$ cat config.mk
export PLATFORM = sky130hd
export DESIGN_NAME = sreg_port
export DESIGN_NICKNAME = d
export VERILOG_FILES = /design/src/rtl/sreg_pkg.sv /design/src/rtl/sreg_sync.sv /design/src/rtl/sreg_shifter.sv /design/src/rtl/sreg_regfile.sv /design/src/rtl/sreg_port.sv
export SDC_FILE = /design/constraint.sdc
export NUM_CORES = 1
export LEC_CHECK = 0
export ABC_AREA = 1
export BUFFER_PORTS_ARGS = -buffer_cell sky130_fd_sc_hd__buf_2
export CORE_ASPECT_RATIO = 1.1
export CORE_UTILIZATION = 45
export DETAILED_ROUTE_END_ITERATION = 10
export MAX_ROUTING_LAYER = met4
export PLACE_DENSITY = 0.58
export SLEW_MARGIN = 20
export SYNTH_ARGS = -nofsm -noshare
export SYNTH_HDL_FRONTEND = slang
export SYNTH_SLANG_ARGS = --single-unit
$ cat constraint.sdc
create_clock -name clk -period 3.4 [get_ports clk]
set_input_delay 0.51 -clock clk [delete_from_list [all_inputs] [get_ports clk]]
set_output_delay 0.51 -clock clk [all_outputs]
set_load 0.02 [all_outputs]
$ cat src/rtl/sreg_pkg.sv
package sreg_pkg;
   typedef enum logic {
      PH_CMD  = 1'b0,
      PH_DATA = 1'b1
   } phase_t;
endpackage

$ cat src/rtl/sreg_sync.sv
module sreg_sync #(
   parameter int           STAGES  = 2,
   parameter int           W       = 1,
   parameter logic [W-1:0] RST_VAL = '0
) (
   input  logic         clk,
   input  logic         rst_n,
   input  logic [W-1:0] d_i,
   output logic [W-1:0] q_o
);
   generate
      if (STAGES == 0) begin : g_pass
         assign q_o = d_i;
      end else begin : g_chain
         logic [W-1:0] stg [STAGES];
         always_ff @(posedge clk or negedge rst_n) begin
            if (!rst_n) begin
               for (int i = 0; i < STAGES; i++) stg[i] <= RST_VAL;
            end else begin
               stg[0] <= d_i;
               for (int i = 1; i < STAGES; i++) stg[i] <= stg[i-1];
            end
         end
         assign q_o = stg[STAGES-1];
      end
   endgenerate
endmodule

$ cat src/rtl/sreg_shifter.sv
module sreg_shifter
   import sreg_pkg::*;
#(
   parameter int DATA_W     = 8,
   parameter int ADDR_W     = 6,
   parameter int CMD_ADDR_W = 7,
   parameter int CLK_REGS   = 8
) (
   input  logic              clk,
   input  logic              rst_n,
   input  logic              active,
   input  logic              sclk_s,
   input  logic              sdi_s,
   input  logic [DATA_W-1:0] rd_data,
   output logic [ADDR_W-1:0] ptr,
   output logic              wr_en,
   output logic [DATA_W-1:0] wr_data,
   output logic              sdo,
   output logic              sdo_oe,
   output logic              freeze
);
   localparam int CMD_LEN = 1 + CMD_ADDR_W;
   localparam int MAXLEN  = (CMD_LEN > DATA_W) ? CMD_LEN : DATA_W;
   localparam int CNT_W   = $clog2(MAXLEN);
   localparam logic [CNT_W-1:0]  CMD_LAST = CNT_W'(CMD_LEN - 1);
   localparam logic [CNT_W-1:0]  DAT_LAST = CNT_W'(DATA_W - 1);
   localparam logic [ADDR_W-1:0] CLK_LIM  = ADDR_W'(CLK_REGS);

   phase_t            phase;
   logic              is_wr;
   logic              sclk_q;
   logic              out_vld;
   logic [CNT_W-1:0]  bit_cnt;
   logic [DATA_W-2:0] in_sr;
   logic [DATA_W-1:0] out_sr;
   logic              rise, fall, byte_done;

   assign rise      = sclk_s & ~sclk_q;
   assign fall      = ~sclk_s & sclk_q;
   assign byte_done = active && rise && (phase == PH_DATA) && (bit_cnt == DAT_LAST);

   always_ff @(posedge clk or negedge rst_n) begin
      if (!rst_n) begin
         phase   <= PH_CMD;
         is_wr   <= 1'b0;
         sclk_q  <= 1'b0;
         out_vld <= 1'b0;
         bit_cnt <= '0;
         in_sr   <= '0;
         out_sr  <= '0;
         ptr     <= '0;
      end else begin
         sclk_q <= sclk_s;
         if (!active) begin
            phase   <= PH_CMD;
            bit_cnt <= '0;
            out_vld <= 1'b0;
         end else begin
            if (rise) begin
               in_sr <= {in_sr[DATA_W-3:0], sdi_s};
               if (phase == PH_CMD) begin
                  if (bit_cnt == '0) is_wr <= sdi_s;
                  if (bit_cnt == CMD_LAST) begin
                     phase   <= PH_DATA;
                     bit_cnt <= '0;
                     ptr     <= {in_sr[ADDR_W-2:0], sdi_s};
                  end else begin
                     bit_cnt <= bit_cnt + 1'b1;
                  end
               end else if (bit_cnt == DAT_LAST) begin
                  bit_cnt <= '0;
                  ptr     <= ptr + 1'b1;
               end else begin
                  bit_cnt <= bit_cnt + 1'b1;
               end
            end
            if (fall && (phase == PH_DATA) && !is_wr) begin
               if (bit_cnt == '0) begin
                  out_sr  <= rd_data;
                  out_vld <= 1'b1;
               end else begin
                  out_sr <= {out_sr[DATA_W-2:0], 1'b0};
               end
            end
         end
      end
   end

   assign wr_en   = byte_done && is_wr;
   assign wr_data = {in_sr, sdi_s};
   assign sdo     = out_sr[DATA_W-1];
   assign sdo_oe  = active && out_vld && (phase == PH_DATA) && !is_wr;
   assign freeze  = active && (phase == PH_DATA) && (ptr < CLK_LIM);

   // a finished data byte moves the pointer by exactly one
   a_r4_ptr_step: assert property (@(posedge clk) disable iff (!rst_n)
      byte_done |=> ptr == $past(ptr) + 1'b1);
   // pointer leaves the top location for location zero
   a_r5_wrap: assert property (@(posedge clk) disable iff (!rst_n)
      (byte_done && (ptr == '1)) |=> (ptr == '0));
   // dropping out of selection clears the transfer state
   a_r10_desel_clears: assert property (@(posedge clk) disable iff (!rst_n)
      !active |=> (phase == PH_CMD) && (bit_cnt == '0) && !out_vld);
endmodule

$ cat src/rtl/sreg_regfile.sv
module sreg_regfile #(
   parameter int DATA_W   = 8,
   parameter int ADDR_W   = 6,
   parameter int CLK_REGS = 8,
   localparam int CIDX_W  = (CLK_REGS > 1) ? $clog2(CLK_REGS) : 1
) (
   input  logic                       clk,
   input  logic                       rst_n,
   input  logic                       wr_en,
   input  logic [ADDR_W-1:0]          addr,
   input  logic [DATA_W-1:0]          wr_data,
   input  logic                       freeze,
   input  logic [CLK_REGS*DATA_W-1:0] live_time,
   output logic [DATA_W-1:0]          rd_data,
   output logic                       preset_we,
   output logic [CIDX_W-1:0]          preset_idx,
   output logic [DATA_W-1:0]          preset_data
);
   localparam int DEPTH     = 1 << ADDR_W;
   localparam int RAM_DEPTH = DEPTH - CLK_REGS;
   localparam logic [ADDR_W-1:0] CLK_LIM = ADDR_W'(CLK_REGS);

   logic [DATA_W-1:0] clk_q [CLK_REGS];
   logic [DATA_W-1:0] ram   [RAM_DEPTH];
   logic              in_clk;
   logic [ADDR_W-1:0] ram_idx;

   assign in_clk  = addr < CLK_LIM;
   assign ram_idx = addr - CLK_LIM;

   generate
      for (genvar k = 0; k < CLK_REGS; k++) begin : g_clk
         always_ff @(posedge clk or negedge rst_n) begin
            if (!rst_n)
               clk_q[k] <= '0;
            else if (wr_en && (addr == ADDR_W'(k)))
               clk_q[k] <= wr_data;
            else if (!freeze)
               clk_q[k] <= live_time[k*DATA_W +: DATA_W];
         end
      end
   endgenerate

   always_ff @(posedge clk) begin
      if (wr_en && !in_clk) ram[ram_idx] <= wr_data;
   end

   assign rd_data     = in_clk ? clk_q[CIDX_W'(addr)] : ram[ram_idx];
   assign preset_we   = wr_en && in_clk;
   assign preset_idx  = CIDX_W'(addr);
   assign preset_data = wr_data;

   // a frozen register holds unless the host writes it
   generate
      for (genvar k = 0; k < CLK_REGS; k++) begin : g_hold
         a_r6_shadow_hold: assert property (@(posedge clk) disable iff (!rst_n)
            (freeze && !(wr_en && (addr == ADDR_W'(k)))) |=> $stable(clk_q[k]));
      end
   endgenerate
endmodule

$ cat src/rtl/sreg_port.sv
module sreg_port #(
   parameter int DATA_W      = 8,
   parameter int ADDR_W      = 6,
   parameter int CMD_ADDR_W  = 7,
   parameter int CLK_REGS    = 8,
   parameter int SYNC_STAGES = 2,
   localparam int CIDX_W     = (CLK_REGS > 1) ? $clog2(CLK_REGS) : 1
) (
   input  logic                       clk,
   input  logic                       rst_n,
   input  logic                       sel_n,
   input  logic                       sclk,
   input  logic                       sdi,
   input  logic                       pwr_fail,
   input  logic [CLK_REGS*DATA_W-1:0] live_time,
   output logic                       sdo,
   output logic                       sdo_oe,
   output logic                       freeze,
   output logic                       preset_we,
   output logic [CIDX_W-1:0]          preset_idx,
   output logic [DATA_W-1:0]          preset_data
);
   generate
      if (DATA_W < 2) begin : g_bad_data
         $error("sreg_port: DATA_W must be at least 2");
      end
      if (ADDR_W < 2 || ADDR_W > CMD_ADDR_W || ADDR_W > DATA_W) begin : g_bad_addr
         $error("sreg_port: ADDR_W must fit the command address and data width");
      end
      if (CLK_REGS < 1 || CLK_REGS >= (1 << ADDR_W)) begin : g_bad_clk
         $error("sreg_port: CLK_REGS must leave room for user memory");
      end
      if (SYNC_STAGES < 0) begin : g_bad_sync
         $error("sreg_port: SYNC_STAGES must not be negative");
      end
   endgenerate

   logic              sel_n_s, sclk_s, sdi_s, active;
   logic [ADDR_W-1:0] ptr;
   logic              wr_en;
   logic [DATA_W-1:0] wr_data, rd_data;

   sreg_sync #(.STAGES(SYNC_STAGES), .W(3), .RST_VAL(3'b100)) u_sync (
      .clk   (clk),
      .rst_n (rst_n),
      .d_i   ({sel_n, sclk, sdi}),
      .q_o   ({sel_n_s, sclk_s, sdi_s})
   );

   assign active = ~sel_n_s & ~pwr_fail;

   sreg_shifter #(
      .DATA_W(DATA_W), .ADDR_W(ADDR_W), .CMD_ADDR_W(CMD_ADDR_W), .CLK_REGS(CLK_REGS)
   ) u_shift (
      .clk     (clk),
      .rst_n   (rst_n),
      .active  (active),
      .sclk_s  (sclk_s),
      .sdi_s   (sdi_s),
      .rd_data (rd_data),
      .ptr     (ptr),
      .wr_en   (wr_en),
      .wr_data (wr_data),
      .sdo     (sdo),
      .sdo_oe  (sdo_oe),
      .freeze  (freeze)
   );

   sreg_regfile #(.DATA_W(DATA_W), .ADDR_W(ADDR_W), .CLK_REGS(CLK_REGS)) u_regs (
      .clk         (clk),
      .rst_n       (rst_n),
      .wr_en       (wr_en),
      .addr        (ptr),
      .wr_data     (wr_data),
      .freeze      (freeze),
      .live_time   (live_time),
      .rd_data     (rd_data),
      .preset_we   (preset_we),
      .preset_idx  (preset_idx),
      .preset_data (preset_data)
   );

   // a counter preset only happens while a clock location is held
   a_r9_preset_in_freeze: assert property (@(posedge clk) disable iff (!rst_n)
      preset_we |-> freeze);
   // power fail keeps the output driver off
   a_r11_pf_quiet: assert property (@(posedge clk) disable iff (!rst_n)
      pwr_fail |=> !sdo_oe);
   // with select held high past the sync delay the driver is off
   a_r12_oe_idle: assert property (@(posedge clk) disable iff (!rst_n)
      (sel_n && $past(sel_n) && $past(sel_n, 2) && $past(sel_n, 3)) |-> !sdo_oe);
endmodule

==> flow_summary.json <==
{
  "syn_avg_cell_area_um2": 9.69,
  "num_antenna_cells": 0,
  "ys_types": 40,
  "min_path_type": "in -> async",
  "rsz0062_at_grt": "false",
  "end_kind": "output pin",
  "floorplan.die_area_um2": 55600,
  "fin_setup_tns_ps": 0,
  "clock-sinks": 546,
  "track_usage_pct": 27.4,
  "numPortBuffers": 84,
  "grt_max_degree": 149,
  "rows": 89,
  "gr-total-overflow": 0,
  "synth_nets": 2616,
  "fin_area_um2": 28000,
  "arrival_ps": 2430,
  "insertion_delay_ps": 630,
  "seq_area_frac_synth_pct": 64.7,
  "routed_via_density": 5.24,
  "core_um2": 53800,
  "hold_viol": 0,
  "dp_hpwl_mm": 47.4,
  "powerDensity_nw_per_um2": 526,
  "worstPathMaxFanout": 16,
  "layout.nets": 2725,
  "p_leak_nw": 12.5,
  "wl_per_cell_um": 21.2,
  "syn_to_final_growth_pct": 14.0,
  "ys_seq_elements": 546,
  "finalMaxSlewViolations": 0,
  "first_pass_iters": 6,
  "drtAntennaViolNets": 0,
  "critPathRequiredTime_ps": 2890,
  "ir_drop_mv": 0.435,
  "cap_viol_max_count": 0,
  "setup_ws_ps": 462,
  "drt_iter0_drc": 1790,
  "hold_slack_ps": 27.8,
  "yosys_warnings": 0,
  "cp-start-kind": "flip-flop",
  "htree_levels": 2,
  "fin_skew_ps": 27.8,
  "max_slew.worst_pin.slew_ps": 1070,
  "setup_violations": 0,
  "start_util_pct": 45.7,
  "period_minus_slack_ps": 2940,
  "status": "completed",
  "clk_pin_slew_ps": 60,
  "die_w_um": 225,
  "synth_area_um2": 24600,
  "design.portCount": 85,
  "grt_pass1_vias": 17600,
  "cts.path.max_buffers": 3,
  "utilization_pct": 52.1,
  "grt_pass1_wl_mm": 109,
  "syn_inst": 2537,
  "clock-root-buffer": "clkbuf_16",
  "drive_above_1_share_pct": 11.7,
  "post-route-period-util_pct": 86.4,
  "placed_cell_area_um2": 26100,
  "wirelength_mm": 72.6,
  "cts_buffers": 58,
  "path_class": "reg -> out",
  "routabilityCongestion": 0.982,
  "vias": 17900,
  "fmax_ghz": 0.340,
  "cts_tree": "yes",
  "slew_headroom_pct": 28.8,
  "place_ws_ps": 334,
  "die_h_um": 247,
  "antenna_found_initial": 2,
  "drc": 0
}
-- sequential cells by signal (all words and copies together), names as in the netlist, 3 cells and up --
| register | count |
|---|---|
| u_shift.out_sr | 8 |
| u_shift.in_sr | 7 |
| u_sync.g_chain.stg | 3 |
| u_sync.q_o | 3 |
| u_regs.ram | 448 |
| u_shift.ptr | 6 |
| u_regs.clk_q | 64 |
| u_shift.bit_cnt | 3 |
-- routing by layer --
| layer | vias up | wire [um] | track usage (%) |
|---|---|---|---|
| met4 | 0 | 2600 | 9.88 |
| met5 | - | 0 | - |
| met1 | 8713 | 30800 | 35.7 |
| met2 | 707 | 34000 | 43.7 |
| li1 | 8354 | - | - |
| met3 | 146 | 5240 | 3.87 |
-- final cells by class --
| class | instances | area, um^2 |
|---|---|---|
| Multi-Input combinational cell | 1485 | 6660 |
| Clock buffer | 69 | 1550 |
| Tap cell | 728 | 911 |
| Fill cell | 4923 | 25800 |
| Timing Repair Buffer | 152 | 1070 |
| Inverter | 403 | 1520 |
| Sequential cell | 546 | 15900 |
| Clock inverter | 39 | 395 |
-- final timing paths --
| kind | slack, ps | to | from | cells past startpoint |
|---|---|---|---|---|
| max in group asynchronous | 2450 | u_sync.g_chain.stg[5] | rst_n | 2 |
| min in group clk | 110 | u_regs.clk_q[5] | live_time[61] | 3 |
| max reg2reg | 530 | u_regs.ram[28][6] | u_shift.ptr[0] | 6 |
| min reg2reg | 350 | u_sync.q_o[1] | u_sync.g_chain.stg[4] | 0 |
| min | 30 | u_regs.clk_q[11] | rst_n | 1 |
| max | 460 | freeze | u_shift.ptr[4] | 6 |
-- critical path, cell delays in order (launching register included) --
cell and delay (ps):
dfrtp_1 400, inv_1 140, nand2_1 120, nor2_4 250, inv_2 250, nor2_8 390
buf_2 240
-- placed cells by master, fill, tap and decap left out, types with 9 or more instances in the layout --
master | Yosys | final
nand2_1 | 866 | 866
edfxtp_1 | 448 | 448
inv_1 | 392 | 392
nor2_1 | 182 | 182
nand3_1 | 154 | 154
dfrtp_1 | 96 | 87
buf_2 | 63 | 83
clkbuf_16 | 0 | 59
o211ai_1 | 56 | 56
buf_4 | 9 | 56
o21ai_0 | 49 | 49
a21oi_1 | 42 | 42
o21ai_1 | 34 | 34
o22ai_1 | 14 | 14
clkinv_2 | 0 | 14
or2_2 | 13 | 13
clkinv_1 | 2 | 12
o221ai_1 | 10 | 10
buf_12 | 0 | 10
nor2_4 | 9 | 9
ha_1 | 9 | 9
-- Yosys cell counts (all sizes together) --
master | count | area (um^2)
nand3 | 156 | 791
o32ai | 1 | 8.76
a22oi | 1 | 7.51
inv | 401 | 1510
xor2 | 3 | 26.3
ha | 9 | 113
dfstp | 2 | 52.6
nand2 | 873 | 3300
edfxtp | 448 | 13500
o221ai | 10 | 87.6
nand3b | 1 | 7.51
o22ai | 14 | 87.6
or2 | 13 | 81.3
dfrtp | 96 | 2400
a21oi | 44 | 228
nor2 | 197 | 836
nand4 | 1 | 6.26
clkinv | 2 | 7.51
o21ai | 88 | 482
buf | 76 | 398
clkbuf | 27 | 105
o211ai | 56 | 420
nor3 | 17 | 174
xnor2 | 1 | 8.76
-- cells by family after synthesis --
logic type      after synthesis  share of synthesized area [%]
compound gates              214                           5.37
buf+inv                     506                           8.20
flops                       546                           64.7
xor+xnor                      4                          0.143
fa+ha+maj                     9                          0.458
simple gates               1258                           21.1
-- timing repair --
action,CTS,global route
hold buffers,3,0
gates resized for setup,0,0
hold endpoints to repair,3,0
setup endpoints to repair,0,0
setup buffers,0,0
-- stage by stage --
step / cells / power [W]
finish: 3422 / 0.0147
CTS: 3422 / 0.0148
detailed placement: 3311 / 0.00843
global placement: 3311 / 0.00843
global route: 3422 / 0.0151
floorplan: 2537 / 0.00792
-- report_power, final --
part | leakage, nW | internal [W] | switching (W) | total [W]
Clock | 0.947 | 0.00378 | 0.00267 | 0.00645
Combinational | 6.37 | 0.000134 | 0.000526 | 0.000660
Sequential | 5.16 | 0.00748 | 0.000139 | 0.00762
(Power assumes the default switching activity.)
